--- config.mk ---
export PLATFORM = sky130hd
export DESIGN_NAME = spi3_reg_slave
export DESIGN_NICKNAME = d
export VERILOG_FILES = /design/src/rtl/spi3_pkg.sv /design/src/rtl/spi3_rst_sync.sv /design/src/rtl/spi3_edge.sv /design/src/rtl/spi3_frame.sv /design/src/rtl/spi3_regfile.sv /design/src/rtl/spi3_reg_slave.sv
export SDC_FILE = /design/constraint.sdc
export NUM_CORES = 1
export LEC_CHECK = 0
export BUFFER_PORTS_ARGS = -buffer_cell sky130_fd_sc_hd__buf_2
export CORE_AREA = 2 2 129 131
export DETAILED_ROUTE_END_ITERATION = 12
export DIE_AREA = 0 0 131 133
export PLACE_DENSITY = 0.72
export SYNTH_ARGS = -nofsm -noshare
export SYNTH_HDL_FRONTEND = slang
export SYNTH_SLANG_ARGS = --single-unit
--- constraint.sdc ---
create_clock -name clk -period 6.9 [get_ports clk]
set_input_delay 1.38 -clock clk [delete_from_list [all_inputs] [get_ports clk]]
set_output_delay 1.38 -clock clk [all_outputs]
set_load 0.01 [all_outputs]
--- src/rtl/spi3_pkg.sv ---
package spi3_pkg;
  localparam int CMD_BITS  = 16;
  localparam int ADDR_W    = 13;
  localparam int WORD_W    = 8;
  localparam int CNT_W     = $clog2(CMD_BITS);
  localparam int POS8_W    = $clog2(WORD_W);
  localparam int DIR_POS   = 15;
  localparam int LEN_HI    = 14;
  localparam int LEN_LO    = 13;
  localparam logic [1:0] LEN_STREAM = 2'b11;

  typedef enum logic [1:0] {
    FR_IDLE,
    FR_CMD,
    FR_DATA,
    FR_DONE
  } fr_state_e;
endpackage

--- src/rtl/spi3_rst_sync.sv ---
module spi3_rst_sync (
  input  logic clk,
  input  logic rst_n,
  output logic rst_sync_n
);
  logic [1:0] sync_q;

  always_ff @(posedge clk or negedge rst_n) begin
    if (!rst_n) sync_q <= 2'b00;
    else        sync_q <= {sync_q[0], 1'b1};
  end

  assign rst_sync_n = sync_q[1];
endmodule

--- src/rtl/spi3_edge.sv ---
module spi3_edge (
  input  logic clk,
  input  logic rst_n,
  input  logic sclk,
  input  logic cs_n,
  output logic rise
);
  logic sclk_q;

  always_ff @(posedge clk or negedge rst_n) begin
    if (!rst_n) sclk_q <= 1'b0;
    else        sclk_q <= sclk;
  end

  // a rising edge only counts while the frame is selected
  assign rise = sclk & ~sclk_q & ~cs_n;
endmodule

--- src/rtl/spi3_frame.sv ---
module spi3_frame
  import spi3_pkg::*;
(
  input  logic              clk,
  input  logic              rst_n,
  input  logic              cs_n,
  input  logic              sdio_in,
  input  logic              rise,
  input  logic              lsb_first,
  input  logic [WORD_W-1:0] rd_data,
  output logic [ADDR_W-1:0] addr,
  output logic              wr_en,
  output logic [WORD_W-1:0] wr_data,
  output logic              sdio_oe,
  output logic              sdio_out
);
  fr_state_e              st_q, st_d;
  logic [CNT_W-1:0]       bit_q, bit_d;
  logic [CMD_BITS-1:0]    cmd_q, cmd_d, cmd_nx;
  logic                   rd_q, rd_d;
  logic [1:0]             len_q, len_d;
  logic [1:0]             bc_q, bc_d;
  logic [ADDR_W-1:0]      addr_q, addr_d;
  logic [WORD_W-1:0]      wb_q, wb_d, wb_nx;
  logic [CNT_W-1:0]       pos16;
  logic [POS8_W-1:0]      pos8;
  logic                   last_word;

  always_comb begin
    st_d    = st_q;
    bit_d   = bit_q;
    cmd_d   = cmd_q;
    rd_d    = rd_q;
    len_d   = len_q;
    bc_d    = bc_q;
    addr_d  = addr_q;
    wb_d    = wb_q;
    wr_en   = 1'b0;

    pos16   = lsb_first ? bit_q : CNT_W'(CMD_BITS - 1) - bit_q;
    pos8    = lsb_first ? bit_q[POS8_W-1:0] : POS8_W'(WORD_W - 1) - bit_q[POS8_W-1:0];
    cmd_nx  = cmd_q;
    cmd_nx[pos16] = sdio_in;
    wb_nx   = wb_q;
    wb_nx[pos8] = sdio_in;
    wr_data = wb_nx;
    last_word = (len_q != LEN_STREAM) && (bc_q == len_q);

    unique case (st_q)
      FR_IDLE: begin
        if (rise) begin
          cmd_d = cmd_nx;
          bit_d = CNT_W'(1);
          st_d  = FR_CMD;
        end
      end
      FR_CMD: begin
        if (cs_n) begin
          st_d  = FR_IDLE;
          bit_d = '0;
        end else if (rise) begin
          cmd_d = cmd_nx;
          if (bit_q == CNT_W'(CMD_BITS - 1)) begin
            st_d   = FR_DATA;
            bit_d  = '0;
            rd_d   = cmd_nx[DIR_POS];
            len_d  = cmd_nx[LEN_HI:LEN_LO];
            addr_d = cmd_nx[ADDR_W-1:0];
            bc_d   = 2'd0;
          end else begin
            bit_d = bit_q + CNT_W'(1);
          end
        end
      end
      FR_DATA: begin
        if (cs_n) begin
          // mid-word or streaming boundary ends the frame; else it is a stall
          if ((bit_q != '0) || (len_q == LEN_STREAM)) begin
            st_d  = FR_IDLE;
            bit_d = '0;
          end
        end else if (rise) begin
          wb_d = wb_nx;
          if (bit_q == CNT_W'(WORD_W - 1)) begin
            bit_d  = '0;
            wr_en  = ~rd_q;
            addr_d = lsb_first ? addr_q + ADDR_W'(1) : addr_q - ADDR_W'(1);
            if (last_word) st_d = FR_DONE;
            else           bc_d = bc_q + 2'd1;
          end else begin
            bit_d = bit_q + CNT_W'(1);
          end
        end
      end
      FR_DONE: begin
        if (cs_n) begin
          st_d  = FR_IDLE;
          bit_d = '0;
        end
      end
      default: begin
        st_d  = FR_IDLE;
        bit_d = '0;
      end
    endcase
  end

  always_ff @(posedge clk or negedge rst_n) begin
    if (!rst_n) begin
      st_q   <= FR_IDLE;
      bit_q  <= '0;
      cmd_q  <= '0;
      rd_q   <= 1'b0;
      len_q  <= 2'd0;
      bc_q   <= 2'd0;
      addr_q <= '0;
      wb_q   <= '0;
    end else begin
      st_q  <= st_d;
      bit_q <= bit_d;
      if (rise) begin
        cmd_q <= cmd_d;
        wb_q  <= wb_d;
      end
      rd_q   <= rd_d;
      len_q  <= len_d;
      bc_q   <= bc_d;
      addr_q <= addr_d;
    end
  end

  assign addr     = addr_q;
  assign sdio_oe  = (st_q == FR_DATA) && rd_q && !cs_n;
  assign sdio_out = sdio_oe & rd_data[pos8];
endmodule

--- src/rtl/spi3_regfile.sv ---
module spi3_regfile
  import spi3_pkg::*;
#(
  parameter int NUM_REGS = 16,
  parameter int CFG_ADDR = 0,
  parameter int LSB_BIT  = 0
) (
  input  logic              clk,
  input  logic              rst_n,
  input  logic [ADDR_W-1:0] addr,
  input  logic              wr_en,
  input  logic [WORD_W-1:0] wr_data,
  output logic [WORD_W-1:0] rd_data,
  output logic              lsb_first
);
  localparam int IDX_W = (NUM_REGS > 1) ? $clog2(NUM_REGS) : 1;
  localparam logic [ADDR_W-1:0] LIMIT = ADDR_W'(NUM_REGS);

  logic              hit;
  logic [IDX_W-1:0]  idx;
  logic [WORD_W-1:0] word [NUM_REGS];

  assign hit = addr < LIMIT;
  assign idx = addr[IDX_W-1:0];

  for (genvar g = 0; g < NUM_REGS; g++) begin : g_reg
    logic              en;
    logic [WORD_W-1:0] val_q;
    assign en = wr_en && hit && (idx == IDX_W'(g));
    always_ff @(posedge clk or negedge rst_n) begin
      if (!rst_n)  val_q <= '0;
      else if (en) val_q <= wr_data;
    end
    assign word[g] = val_q;
  end

  assign rd_data   = hit ? word[idx] : '0;
  assign lsb_first = word[CFG_ADDR][LSB_BIT];
endmodule

--- src/rtl/spi3_reg_slave.sv ---
module spi3_reg_slave
  import spi3_pkg::*;
#(
  parameter int NUM_REGS = 16,
  parameter int CFG_ADDR = 0,
  parameter int LSB_BIT  = 0
) (
  input  logic clk,
  input  logic rst_n,
  input  logic sclk,
  input  logic cs_n,
  input  logic sdio_in,
  output logic sdio_out,
  output logic sdio_oe
);
  logic              rst_i_n;
  logic              rise;
  logic              lsb_first;
  logic              wr_en;
  logic [ADDR_W-1:0] reg_addr;
  logic [WORD_W-1:0] wr_data;
  logic [WORD_W-1:0] rd_data;

  spi3_rst_sync i_rst (.clk(clk), .rst_n(rst_n), .rst_sync_n(rst_i_n));

  spi3_edge i_edge (
    .clk(clk), .rst_n(rst_i_n), .sclk(sclk), .cs_n(cs_n), .rise(rise)
  );

  spi3_frame i_frame (
    .clk(clk), .rst_n(rst_i_n), .cs_n(cs_n), .sdio_in(sdio_in), .rise(rise),
    .lsb_first(lsb_first), .rd_data(rd_data), .addr(reg_addr), .wr_en(wr_en),
    .wr_data(wr_data), .sdio_oe(sdio_oe), .sdio_out(sdio_out)
  );

  spi3_regfile #(.NUM_REGS(NUM_REGS), .CFG_ADDR(CFG_ADDR), .LSB_BIT(LSB_BIT)) i_regs (
    .clk(clk), .rst_n(rst_i_n), .addr(reg_addr), .wr_en(wr_en), .wr_data(wr_data),
    .rd_data(rd_data), .lsb_first(lsb_first)
  );
endmodule

==> results by group <==
STA
  – Slew Viols, Final: 0
  – Hold Fails Final Rpt: 0
  – Final min period: just under 5 ns
  – Setup TNS: 0 ns
  – RSZ-0062 raised after global routing: no
  – Final setup vio count: 0
  – Slew headroom: 0.2765
  – Max Freq: 206.5 MHz
  – Final cycle utilization of the critical path: 0.7019
  – Actual transition at the worst max-transition pin: ~1.1 ns
  – Setup Skew: between 0.01 and 0.015 ns
  – Final WS setup: approximately 2.1 ns

Placed design
  – Pre-CTS setup slack: 2.467 ns
  – Detailed-placement wirelength estimate: around 14 mm
  – Port bufs: 6
  – Placer Congestion: 0.9283

Synth
  – Synth async-reset ratio: 1.000
  – Synth warnings: 0
  – Top_reg_cell synth: dfrtp_1
  – Post-Syn Instances: 926
  – Synthesized Nets: 945
  – Sequential area share after synthesis: 0.5002
  – FF+latch count, synth: 179
  – Distinct cell type count after synthesis: 61
  – Post-Syn Area: about 0.0090 mm^2
  – Avg Cell Area, Syn: 9.670 um^2
  – EDFF count, synth: 0

Critical path
  – FF-to-FF End: i_regs.g_reg[0].val_q[1]
  – CP endpoint kind: output pin
  – R2R Setup Slk: roughly 3.6 ns
  – CP Cell Sequence: buf_4 > mux2i_1 > a22oi_1 > nand2_1 > or3_1 > o21ai_0 > o32ai_1 > a2111oi_0 > buf_2
  – CP max-delay cell: dfrtp_2
  – Worst path top cell family by delay: compound AO/OA/AOI/OAI gates
  – Critical Path Start Type: register
  – R2R Path Start: i_frame.st_q[1]
  – CP Class: reg -> out
  – Critical path arrival: ~3.5 ns
  – Worst Reg-to-Reg Cells: 8
  – CP required: around 5.5 ns
  – Worst Path Max Fanout: 34
  – Largest stage delay, worst path: between 0.6 and 0.7 ns
  – Critical path buffer and inverter count: 2

GRT
  – GRT Overall Usage: 0.2565
  – First-pass GRT wire length: 33.98 mm
  – Global route total overflow: 0
  – Vias in the first global route: between 6,000 and 7,000
  – Largest net degree at the start of global routing: 178
  – Initial antenna violation count: 0

Finish
  – Utilization after layout: 0.5991
  – Layout area overhead: 8.188%
  – Register area: 0.004486 mm^2
  – Area of the multi-input gates: roughly 0.0042 mm^2
  – Layout cells sized above 1: 0.1186
  – # fillers: 1,385
  – ANT cells: 0
  – Nets@finish: 917

Clock network
  – Worst skew pair latency: between 0.4 and 0.5 ns
  – H-tree depth: 4
  – Max Root-Sink Buffers: 2
  – Clock transition at path regs: ~0.07 ns
  – CTS tree: yes
  – Clock Sinks: around 180
  – Post-CTS Resized: 0
  – Setup Fix Bufs, Post-CTS: 0
  – TritonCTS Buffers: 17
  – Clock root cell: clkbuf_16
  – Cts hold-fix bufs: 0

Routing
  – Vias after detailed routing: approximately 6,600
  – DR vias/cell: about 5.8
  – Starting DRT DRC Count: 377
  – Pre-Repair DR Iteration Count: 5
  – Drt drc: 0
  – WL per Instance: 18.41 um
  – Antenna Nets Post-Route: 0
  – Final WL: 20.82 mm

Power
  – Pleak: 4.273 nW
  – Final Total Pwr: ~2.3 mW
  – Peak supply drop: 189.2 uV
  – Pwr dens: between 200 and 250 mW/mm^2

Floorplanning
  – I/O Pins: 7
  – Area of the core: between 0.015 and 0.02 mm^2
  – Rows: 47
  – Initial Util: 0.5537
  – Die Y: around 130 um
  – Chip width: approximately 130 um
  – Die ar.: ~0.017 mm^2

Worst hold path
  – Worst hold endpoint: i_rst.sync_q[1]
  – Worst hold path class: reg -> reg
  – Hold path cells: 0
  – HP Start: i_rst.sync_q[0]

Outcome
  – Status: completed

Run
  – Max_cap viols: 0
==> per-stage QoR <==
stage	hold WS [ns]	instance area (um^2)	std cells
6_report	0.3512	9688	1131
5_1_grt	0.3582	9688	1131
4_1_cts	0.3559	9688	1131
3_5_place_dp	0.3387	9109	1099
3_3_place_gp	0.3350	9109	1099
2_1_floorplan	0.3312	8955	926
==> area by class of cell <==
cell class | count | area share
clock inverters | 14 | 0.01446
repair buffers | 18 | 0.01369
multi-input cells | 672 | 0.4312
well taps | 220 | 0.02841
inverters | 10 | 0.003874
flip-flops and latches | 179 | 0.4630
clock buffers | 18 | 0.04533
==> cell usage in the layout (no fill, tap or decap), types with 4 or more instances in the layout <==
master / instances
clkbuf_16: 17
nand2b_1: 10
nor2_1: 110
nand2_1: 130
dfrtp_1: 176
a21oi_1: 109
ha_1: 13
o21ai_2: 7
a21o_1: 5
o211ai_1: 4
o21ai_0: 90
mux2i_1: 36
or3_1: 9
mux4_2: 24
clkinvlp_4: 6
o22ai_1: 12
inv_1: 10
mux2_2: 14
inv_8: 4
xnor2_1: 12
nand3_1: 12
nor3_1: 11
buf_4: 11
buf_2: 6
xor2_1: 6
==> cell usage after synthesis, types with 3 or more instances <==
library cell | number | area (um^2)
o31ai_1 | 3 | 22.52
nor3_1 | 11 | 55.05
a21oi_1 | 109 | 545.5
dfrtp_1 | 179 | 4479
nor2b_1 | 3 | 18.77
mux4_2 | 24 | 540.5
mux2i_1 | 36 | 360.4
clkbuf_1 | 50 | 187.7
nand4_1 | 3 | 18.77
nand3b_1 | 3 | 22.52
xnor2_1 | 12 | 105.1
inv_1 | 10 | 37.54
o21ai_2 | 7 | 61.31
xor2_1 | 6 | 52.55
o21ai_0 | 90 | 450.4
o22ai_1 | 12 | 75.07
o211ai_1 | 4 | 30.03
mux2_2 | 14 | 157.7
nand2_1 | 130 | 488.0
or3_1 | 9 | 56.30
o21bai_1 | 3 | 22.52
nand3_1 | 12 | 60.06
buf_1 | 5 | 18.77
nand2b_1 | 10 | 62.56
nor2_2 | 3 | 18.77
buf_2 | 9 | 45.04
ha_1 | 13 | 162.7
a21o_1 | 5 | 37.54
nor2_1 | 110 | 412.9
==> worst register-to-register path, delay by kind of cell, from the launching register on <==
| family | cells | cell delay [ns] |
|---|---|---|
| buf+inv | 1 | 0.30 |
| compound gates | 1 | 0.06 |
| simple gates | 6 | 2.33 |
| flops | 1 | 0.51 |
==> worst max-delay path by stage <==
| stage | start | to | cells after the start |
|---|---|---|---|
| after floorplan | i_rst.sync_q[1] | i_edge.sclk_q | 0 |
| after global placement | i_frame.addr[1] | sdio_out | 9 |
| after detailed placement | cs_n | i_regs.g_reg[0].val_q[2] | 8 |
| after CTS | i_frame.addr[1] | sdio_out | 9 |
| after global routing | i_frame.addr[1] | sdio_out | 9 |
| final | i_frame.addr[1] | sdio_out | 9 |
==> logic make-up (layout without fill, tap and decap cells) <==
logic type / count (synthesis) / count (layout) / synth area share
AND/OR/NAND/NOR: 307 / 307 / 0.1480
AO/OA/AOI/OAI: 258 / 258 / 0.1617
flip-flops: 179 / 179 / 0.5002
buffers and inverters: 75 / 60 / 0.03353
multiplexers: 74 / 74 / 0.1182
XOR/XNOR: 18 / 18 / 0.01761
adder cells (fa/ha/maj): 14 / 14 / 0.02040
other: 1 / 1 / 0.0004188
==> registers in the layout, indices dropped and copies added (netlist names) <==
name / count
i_frame.st_q: 2
i_rst.sync_q: 2
i_frame.cmd_q: 16
i_edge.sclk_q: 1
i_frame.bit_q: 4
i_frame.len_q: 2
i_frame.addr: 13
i_frame.wb_q: 8
i_frame.bc_q: 2
i_frame.rd_q: 1
i_regs.g.val_q: 128
==> power by group <==
part	total, mW	switching, mW	internal (mW)
Sequential	1.12	0.0422	1.08
Combinational	0.273	0.175	0.0979
Clock	0.945	0.457	0.488
==> metal layers <==
layer | vias to the layer above | share of wire | track usage
li1 | 3193 | - | -
met1 | 3189 | 0.45 | 0.3666
met2 | 159 | 0.46 | 0.3869
met3 | 34 | 0.058 | 0.06025
met4 | 0 | 0.025 | 0.08924
met5 | - | 0 | 0
Power figures use the tool's default switching activity.
